**src/rtl/mws_pkg.sv**
```systemverilog
package mws_pkg;
  typedef enum logic [1:0] {
    ST_IDLE  = 2'd0,
    ST_READ  = 2'd1,
    ST_WRITE = 2'd2,
    ST_DONE  = 2'd3
  } seqState_t;

  typedef struct packed {
    logic loadCmd;
    logic loadWord;
    logic advance;
  } dpStrobe_t;
endpackage

```
**src/rtl/mws_dpath.sv**
```systemverilog
module mws_dpath
  import mws_pkg::*;
#(
  parameter int ADDR_W   = 64,
  parameter int REG_W    = 64,
  parameter int WORD_W   = 32,
  parameter int DISP_W   = 16,
  parameter int NUM_REGS = 32,
  parameter int IDX_W    = $clog2(NUM_REGS)
) (
  input  logic              clk,
  input  logic              rst_n,
  input  dpStrobe_t         strobe,
  input  logic [IDX_W-1:0]  cmdStartReg,
  input  logic [IDX_W-1:0]  cmdBaseIdx,
  input  logic [ADDR_W-1:0] cmdBaseVal,
  input  logic [DISP_W-1:0] cmdDisp,
  input  logic [REG_W-1:0]  rfRdData,
  output logic [IDX_W-1:0]  regIdx,
  output logic [ADDR_W-1:0] curAddr,
  output logic [WORD_W-1:0] wordOut,
  output logic              lastReg
);
  localparam int STEP_BYTES = WORD_W / 8;
  localparam logic [IDX_W-1:0]  LAST_IDX = IDX_W'(NUM_REGS - 1);
  localparam logic [ADDR_W-1:0] STEP     = ADDR_W'(STEP_BYTES);

  logic [ADDR_W-1:0] baseEff;
  logic [ADDR_W-1:0] dispExt;

  // a zero base index selects a zero base, not register 0's value
  assign baseEff = (cmdBaseIdx == '0) ? '0 : cmdBaseVal;
  assign dispExt = {{(ADDR_W-DISP_W){cmdDisp[DISP_W-1]}}, cmdDisp};
  assign lastReg = (regIdx == LAST_IDX);

  always_ff @(posedge clk) begin
    if (!rst_n) begin
      regIdx  <= '0;
      curAddr <= '0;
      wordOut <= '0;
    end else begin
      if (strobe.loadCmd) begin
        regIdx  <= cmdStartReg;
        curAddr <= baseEff + dispExt;
      end else if (strobe.advance) begin
        regIdx  <= regIdx + 1'b1;
        curAddr <= curAddr + STEP;
      end
      if (strobe.loadWord) begin
        wordOut <= rfRdData[WORD_W-1:0];
      end
    end
  end
endmodule

```
**src/rtl/mws_ctrl.sv**
```systemverilog
module mws_ctrl
  import mws_pkg::*;
(
  input  logic      clk,
  input  logic      rst_n,
  input  logic      cmdValid,
  input  logic      memReady,
  input  logic      lastReg,
  output logic      cmdReady,
  output logic      rfRdEn,
  output logic      memValid,
  output logic      done,
  output dpStrobe_t strobe
);
  seqState_t state, stateNext;

  always_comb begin
    stateNext = state;
    unique case (state)
      ST_IDLE:  if (cmdValid) stateNext = ST_READ;
      ST_READ:  stateNext = ST_WRITE;
      ST_WRITE: if (memReady) stateNext = lastReg ? ST_DONE : ST_READ;
      ST_DONE:  stateNext = ST_IDLE;
      default:  stateNext = ST_IDLE;
    endcase
  end

  always_ff @(posedge clk) begin
    if (!rst_n) state <= ST_IDLE;
    else        state <= stateNext;
  end

  assign cmdReady        = (state == ST_IDLE);
  assign rfRdEn          = (state == ST_READ);
  assign memValid        = (state == ST_WRITE);
  assign done            = (state == ST_DONE);
  assign strobe.loadCmd  = cmdReady && cmdValid;
  assign strobe.loadWord = rfRdEn;
  assign strobe.advance  = memValid && memReady;
endmodule

```
**src/rtl/multi_word_store_seq.sv**
```systemverilog
module multi_word_store_seq
  import mws_pkg::*;
#(
  parameter int ADDR_W   = 64,
  parameter int REG_W    = 64,
  parameter int WORD_W   = 32,
  parameter int DISP_W   = 16,
  parameter int NUM_REGS = 32,
  parameter int IDX_W    = $clog2(NUM_REGS)
) (
  input  logic              clk,
  input  logic              rst_n,
  input  logic              cmdValid,
  output logic              cmdReady,
  input  logic [IDX_W-1:0]  cmdStartReg,
  input  logic [IDX_W-1:0]  cmdBaseIdx,
  input  logic [ADDR_W-1:0] cmdBaseVal,
  input  logic [DISP_W-1:0] cmdDisp,
  output logic              rfRdEn,
  output logic [IDX_W-1:0]  rfRdIdx,
  input  logic [REG_W-1:0]  rfRdData,
  output logic              memValid,
  input  logic              memReady,
  output logic [ADDR_W-1:0] memAddr,
  output logic [WORD_W-1:0] memData,
  output logic              done
);
  dpStrobe_t strobe;
  logic      lastReg;

  mws_ctrl u_ctrl (
    .clk      (clk),
    .rst_n    (rst_n),
    .cmdValid (cmdValid),
    .memReady (memReady),
    .lastReg  (lastReg),
    .cmdReady (cmdReady),
    .rfRdEn   (rfRdEn),
    .memValid (memValid),
    .done     (done),
    .strobe   (strobe)
  );

  mws_dpath #(
    .ADDR_W   (ADDR_W),
    .REG_W    (REG_W),
    .WORD_W   (WORD_W),
    .DISP_W   (DISP_W),
    .NUM_REGS (NUM_REGS),
    .IDX_W    (IDX_W)
  ) u_dpath (
    .clk         (clk),
    .rst_n       (rst_n),
    .strobe      (strobe),
    .cmdStartReg (cmdStartReg),
    .cmdBaseIdx  (cmdBaseIdx),
    .cmdBaseVal  (cmdBaseVal),
    .cmdDisp     (cmdDisp),
    .rfRdData    (rfRdData),
    .regIdx      (rfRdIdx),
    .curAddr     (memAddr),
    .wordOut     (memData),
    .lastReg     (lastReg)
  );
endmodule

```
**config.mk**
```make
export PLATFORM = sky130hd
export DESIGN_NAME = multi_word_store_seq
export DESIGN_NICKNAME = d
export VERILOG_FILES = /design/src/rtl/mws_pkg.sv /design/src/rtl/mws_dpath.sv /design/src/rtl/mws_ctrl.sv /design/src/rtl/multi_word_store_seq.sv
export SDC_FILE = /design/constraint.sdc
export NUM_CORES = 1
export LEC_CHECK = 0
export ABC_AREA = 1
export CORE_MARGIN = 2
export CORE_UTILIZATION = 40
export DETAILED_ROUTE_END_ITERATION = 10
export GPL_ROUTABILITY_DRIVEN = 0
export PLACE_DENSITY = 0.66
export SETUP_SLACK_MARGIN = 0.1
export SYNTH_ARGS = -nofsm -noshare
export SYNTH_HDL_FRONTEND = slang
export SYNTH_SLANG_ARGS = --single-unit
export TNS_END_PERCENT = 10
```
**constraint.sdc**
```tcl
create_clock -name clk -period 5.9 [get_ports clk]
set_input_delay 1.475 -clock clk [delete_from_list [all_inputs] [get_ports clk]]
set_output_delay 1.475 -clock clk [all_outputs]
set_load 0.02 [all_outputs]
```
==> results of run 1 <==
path summary, 6_finish.rpt:
kind / endpoint / slack, ns / cells past startpoint
worst min-delay path: u_dpath.regIdx[3]$_SDFFE_PN0P_ / 0.50 / 2
worst min register to register: u_dpath.regIdx[3]$_SDFFE_PN0P_ / 0.50 / 2
worst max-delay path: u_dpath.curAddr[48]$_SDFFE_PN0P_ / 1.15 / 20
worst max register to register: u_dpath.curAddr[60]$_SDFFE_PN0P_ / 3.37 / 9
state kept, by name (all words and copies together), names as in the netlist:
| signal | cells |
|---|---|
| u_ctrl.state | 2 |
| u_dpath.curAddr | 64 |
| u_dpath.regIdx | 5 |
| u_dpath.wordOut | 32 |
cells in the final DEF, fill, tap and decap left out, types with 8 or more instances in the layout:
master,synthesis,layout
ha_1,66,66
a21oi_1,151,151
nand3_1,135,135
xnor2_1,11,11
nor3_1,42,42
dfxtp_1,103,103
nand4_1,18,18
buf_4,0,10
nand2_1,649,647
o21ai_0,159,159
clkdlybuf4s50_1,0,228
nand3b_1,21,21
nor2_1,282,282
inv_1,362,362
clkbuf_16,0,9
xor2_1,29,29
o21bai_1,21,21
nor4_1,8,8
final cells by class:
| class | instances | share of cell area [%] |
|---|---|---|
| multi-input cells | 1650 | 54.82 |
| repair buffers | 241 | 16.20 |
| flip-flops and latches | 103 | 13.99 |
| inverters | 367 | 9.350 |
| well taps | 384 | 3.261 |
| clock buffers | 9 | 1.529 |
| clock inverters | 7 | 0.8492 |
routing by layer:
layer / share of wire [%] / vias to the layer above
li1: - / 7276
met1: 45 / 6451
met2: 43 / 560
met3: 7.6 / 90
met4: 3.9 / 0
met5: 0 / -
power breakdown:
| part | internal [mW] | total (mW) | switching, mW |
|---|---|---|---|
| sequential | 0.768 | 0.864 | 0.0959 |
| combinational | 0.465 | 1.18 | 0.720 |
| clock | 0.421 | 0.722 | 0.301 |
| total | 1.65 | 2.77 | 1.12 |
worst max-delay path, delay by kind of cell:
kind            cells  cell delay [ns]
compound gates      2             0.63
fa+ha+maj           2             0.56
buf+inv             5             0.76
simple gates       11             1.59
through the flow:
step,instance area (sq um),std cells
2_1_floorplan,11710,2167
3_3_place_gp,14380,2745
3_5_place_dp,14380,2745
4_1_cts,14730,2761
5_1_grt,14730,2761
6_report,14730,2761
cells by family (layout without fill, tap and decap cells):
| kind of cell | Yosys count | in the layout | synth area share [%] |
|---|---|---|---|
| and+or+nand+nor | 1181 | 1181 | 42.10 |
| buffers and inverters | 414 | 624 | 13.48 |
| AOI/OAI and AO/OA | 362 | 362 | 16.60 |
| DFF | 103 | 103 | 17.60 |
| adders and majority gates | 67 | 67 | 7.221 |
| xor gates and xnor gates | 40 | 40 | 2.991 |
==> flow_summary_export.csv, run 1 <==
group,metric,value,unit
sta,hold_viol_final,0,
global_route,antenna_found_initial,0,
sta,setup_viol,0,
routing,drtIter0Drc,1258,
routing,ant_nets,0,
yosys,synth_area,0.01171,sq mm
sta,finClkSkew,0.01338,ns
sta,fmax,210.4,MHz
global_route,grt_max_degree,88,
yosys,synth_ff_type,"dfxtp_1",
global_route,grt_pass1_vias,13260,
global_route,grtUsageMet2,44.16,%
job,maxCapViolCount,0,
yosys,synth_cells,2167,
die,die_y,175.1,um
die,coreArea,0.02878,sq mm
clock_tree,h-tree-depth,3,
yosys,syn_area_per_cell,5.405,sq um
yosys,synthArstFlopShare,0,%
layout,area_delta_synth_final,25.80,%
clock_tree,root_buffer,"clkbuf_16",
global_route,track_usage,27.67,%
setup_path,path_class,"input pin to flip-flop",
yosys,netlist_top_cells_area,"nand2_1 21%, dfxtp_1 18%, inv_1 12%",
setup_path,critPathSlowestCell,"nand2_2",
sta,worst_pin_slew,1.037,ns
sta,hold_ws,0.4976,ns
sta,period_minus_slack,4.753,ns
setup_path,critical-path-max-stage-delay,0.55,ns
clock_tree,cts_resized,0,
yosys,synth_common_cells,"649 x nand2_1, 362 x inv_1, 282 x nor2_1",
power,worst_ir_drop_vdd,143.7,uV
sta,fin_crit_sh,80.56,%
layout,final_core_util,51.20,%
setup_path,crit_chain,"clkdlybuf4s50_1 -> nor3_1 -> nand2_2 -> nand2_1 -> inv_1 -> ha_1 -> inv_1 -> fa_1 -> inv_1 -> nand3_1 -> nand2_1 -> inv_1 -> nor2_1 -> nor2_1 -> o21ai_0 -> nand2_1 -> nand3_1 -> nand2_1 -> nand3_1 -> a21oi_1",
global_route,busiest_layer,"met2",
setup_path,cp.arrival,5.00,ns
routing,drc,0,
power,p_leak,7.221,nW
clock_tree,cts_num_sinks,103,
yosys,synth.top_cell.area_share,20.80,%
yosys,synthesis.nets,2392,
sta,setup_tns,0,ns
place,pre_cts_ws,0.7989,ns
place,place.port_buffers,230,
layout,fillCellCount,3088,
clock_tree,cts_buffers,9,
worst_hold_path,min_from,"u_dpath.regIdx[3]$_SDFFE_PN0P_",
global_route,gr-total-overflow,0,
layout,nets,2597,
setup_path,cp-end-kind,"flip-flop",
routing,post_drt_wl_per_cell,15.59,um
die,initial_core_util,40.70,%
sta,relSlewSlack,30.80,%
power,finalPower,2.771,mW
yosys,yosysSeqAreaShare,17.60,%
clock_tree,cts_buffer_depth,2,
routing,dr.pass1.iters,6,
clock_tree,post_cts_buffers,0,
global_route,grt_pass1_wl,68.56,mm
sta,timing.final.ws_setup,1.147,ns
yosys,ys_types,50,
die,top_level_ports,263,
layout,multi_input_area,0.008077,sq mm
global_route,met3_usage,4.961,%
yosys,yosysMostFrequentCell,"nand2_1",
die,rows,62,
worst_hold_path,min_path_type,"flip-flop to flip-flop",
routing,via_per_inst,5.207,
setup_path,r2r-start,"u_dpath.curAddr[25]$_SDFFE_PN0P_",
place,dp_hpwl,34.78,mm
layout,diodes,0,
global_route,met1_usage,37.08,%
setup_path,cp.required,6.14,ns
outcome,status,"completed",
clock_tree,holdBufCountCts,0,
clock_tree,clock_latency,0.36,ns
routing,vias,14380,
clock_tree,cts_tree,"yes",
yosys,yosysWarnings,0,
layout,drive_above_1_share,2.230,%
yosys,synth_edf_count,0,
sta,grt_setup_unrepaired,"false",
setup_path,startpoint,"cmdBaseIdx[3]",
sta,drv_slew,0,
yosys,yosysTopAreaCell,"nand2_1",
yosys,synth_seq_cells,103,
die,die-area,0.03067,sq mm
setup_path,critPathMaxFanout,42,
clock_tree,clkSlewWorstSetupHoldPaths,0.07,ns
die,die_x,175.1,um
setup_path,worst_setup_path_start_kind,"input pin",
routing,routed_wl,43.03,mm
power,power_density,188.1,mW/mm^2
layout,seqCellArea,0.002062,sq mm
Power figures use the tool's default switching activity.
==> inputs of run 2 (changes only) <==
==> constraint.sdc (replaced) <==
create_clock -name clk -period 4.93 [get_ports clk]
set_input_delay 1.2325 -clock clk [delete_from_list [all_inputs] [get_ports clk]]
set_output_delay 1.2325 -clock clk [all_outputs]
set_load 0.02 [all_outputs]
==> run 2 against run 1 <==
- flip-flop and latch count unchanged
- critical path depth increased by 3
- core utilization decreased by 0.15 points
- clock power increased by 3.2%
- via count increased by 0.61%
- setup slack got worse by 0.48 ns
- final cell count about the same
- total power increased by 15%
- clock-buffer cell count increased by 2
- die area unchanged
- clock skew decreased by 0.0054 ns
- critical endpoint is now u_dpath.curAddr[50]$_SDFFE_PN0P_
- largest cell class unchanged
==> flow_summary_export.csv, run 2 (synthesis gave the netlist of run 1 again) <==
group,metric,value,unit
outcome,status,"completed",
sta,hold_viol_final,0,
layout,fillCellCount,3148,
clock_tree,holdBufCountCts,0,
setup_path,cp.required,5.16,ns
sta,period_minus_slack,4.265,ns
sta,relSlewSlack,33.69,%
sta,grt_setup_unrepaired,"false",
worst_hold_path,min_path_cells,2,
layout,diodes,0,
place,placed_cell_area,0.01439,sq mm
die,rows,62,
die,die_x,175.1,um
setup_path,worst_setup_path_start_kind,"input pin",
layout,regMostFlops,"u_dpath.curAddr",
global_route,track_usage,27.15,%
setup_path,timing.rr.end,"u_dpath.curAddr[60]$_SDFFE_PN0P_",
sta,hold_ws,0.4917,ns
clock_tree,h-tree-depth,3,
routing,via_per_inst,5.237,
routing,routed_wl,42.53,mm
layout,layout_commonest_cell,"nand2_1",
sta,drv_slew,0,
job,maxCapViolCount,0,
power,power_density,217.2,mW/mm^2
die,initial_core_util,40.70,%
layout,layout_common_cells,"647 x nand2_1, 362 x inv_1, 282 x nor2_1",
die,die_y,175.1,um
place,place.port_buffers,230,
clock_tree,cts_num_sinks,103,
worst_hold_path,min_from,"u_dpath.regIdx[4]$_SDFFE_PN0P_",
sta,fin_crit_sh,86.51,%
layout,area_delta_synth_final,25.42,%
clock_tree,cts_buffer_depth,2,
setup_path,rrSetupSlack,2.37,ns
routing,drtIter0Drc,1441,
die,top_level_ports,263,
setup_path,cp.arrival,4.50,ns
die,coreArea,0.02878,sq mm
routing,drc,0,
clock_tree,post_cts_buffers,0,
place,dp_hpwl,34.37,mm
setup_path,reg2regPathDepth,9,
setup_path,r2r-start,"u_dpath.curAddr[25]$_SDFFE_PN0P_",
die,die-area,0.03067,sq mm
layout,stdcell_count,2762,
sta,setup_tns,0,ns
global_route,antenna_found_initial,0,
worst_hold_path,min_path_type,"flip-flop to flip-flop",
layout,reg_top3,"u_dpath.curAddr (64), u_dpath.wordOut (32), u_dpath.regIdx (5)",
layout,nets,2598,
setup_path,path_class,"input pin to flip-flop",
sta,finClkSkew,0.007982,ns
layout,multi_input_area,0.008077,sq mm
setup_path,critPathMaxFanout,64,
global_route,gr-total-overflow,0,
layout,final_core_util,51.04,%
sta,setup_viol,0,
layout,drive_above_1_share,2.229,%
clock_tree,cts_buffers,9,
worst_hold_path,min_to,"u_dpath.regIdx[4]$_SDFFE_PN0P_",
setup_path,cp-end-kind,"flip-flop",
layout,fin_area,0.01469,sq mm
global_route,grt_pass1_wl,66.99,mm
routing,ant_nets,0,
clock_tree,clkSlewWorstSetupHoldPaths,0.07,ns
layout,seqCellArea,0.002062,sq mm
global_route,grt_max_degree,88,
power,worst_ir_drop_vdd,162.6,uV
place,place_inst,2746,
routing,post_drt_wl_per_cell,15.40,um
clock_tree,root_buffer,"clkbuf_16",
global_route,grt_pass1_vias,13100,
clock_tree,cts_tree,"yes",
clock_tree,clock_latency,0.35,ns
sta,fmax,234.5,MHz
layout,largest_register_ffs,64,
routing,dr.pass1.iters,8,
routing,vias,14460,
clock_tree,cts_resized,0,
power,p_leak,7.203,nW
sta,worst_pin_slew,0.9936,ns
[run 2: routing by layer]
layer | vias up | global-route usage [%] | wire length, um
met5 | - | 0 | 0
met4 | 0 | 8.993 | 1553
met3 | 85 | 3.634 | 3528
met2 | 626 | 44.13 | 18590
met1 | 6473 | 36.97 | 18850
li1 | 7280 | - | -
[run 2: final cells by class]
cell class / instances / share of cell area, %
inverter: 367 / 9.377
clock inverter: 5 / 0.3833
sequential: 103 / 14.04
tap: 384 / 3.271
timing repair buffer: 242 / 16.30
multi-input combinational: 1650 / 54.98
clock buffer: 11 / 1.652
[run 2: how the worst max path moves through the flow]
stage                  start                               end  slack [ns]  cells after the start
4_1_cts        cmdBaseIdx[1]  u_dpath.curAddr[50]$_SDFFE_PN0P_        0.72                     23
5_1_grt        cmdBaseIdx[3]  u_dpath.curAddr[50]$_SDFFE_PN0P_        0.39                     23
2_1_floorplan  cmdBaseIdx[3]  u_dpath.curAddr[48]$_SDFFE_PN0P_        1.35                     20
6_report       cmdBaseIdx[1]  u_dpath.curAddr[50]$_SDFFE_PN0P_        0.66                     23
3_5_place_dp   cmdBaseIdx[1]  u_dpath.curAddr[50]$_SDFFE_PN0P_        0.36                     23
3_3_place_gp   cmdBaseIdx[3]  u_dpath.curAddr[50]$_SDFFE_PN0P_        0.42                     23
[run 2: stage by stage]
| stage | total power [mW] | worst slack (ns) |
|---|---|---|
| after global placement | 2.432 | 0.4183 |
| after detailed placement | 2.446 | 0.3628 |
| after floorplan | 1.871 | 1.347 |
| final | 3.191 | 0.6649 |
| after global routing | 3.385 | 0.3934 |
| after CTS | 3.182 | 0.7241 |
[run 2: power by group]
part | internal (mW) | leakage [nW] | switching (mW)
Clock | 0.409 | 0.146 | 0.336
Combinational | 0.555 | 6.21 | 0.858
Sequential | 0.919 | 0.850 | 0.114
[run 2: critical path: stages]
cell and delay, ns:
clkdlybuf4s50_1 0.45, nor2_1 0.05, nand2_2 0.08, buf_12 0.24, nand2_1 0.10, inv_1 0.06
ha_1 0.16, inv_1 0.06, fa_1 0.39, inv_1 0.07, nand3_1 0.06, nand2_1 0.17
nand2_1 0.07, nand2_1 0.15, nand2_1 0.07, nand2_1 0.14, nand2_1 0.07, nand2_1 0.17
nand3_1 0.17, nand3_1 0.13, nand2_1 0.05, nor2_1 0.29, nor2_1 0.07
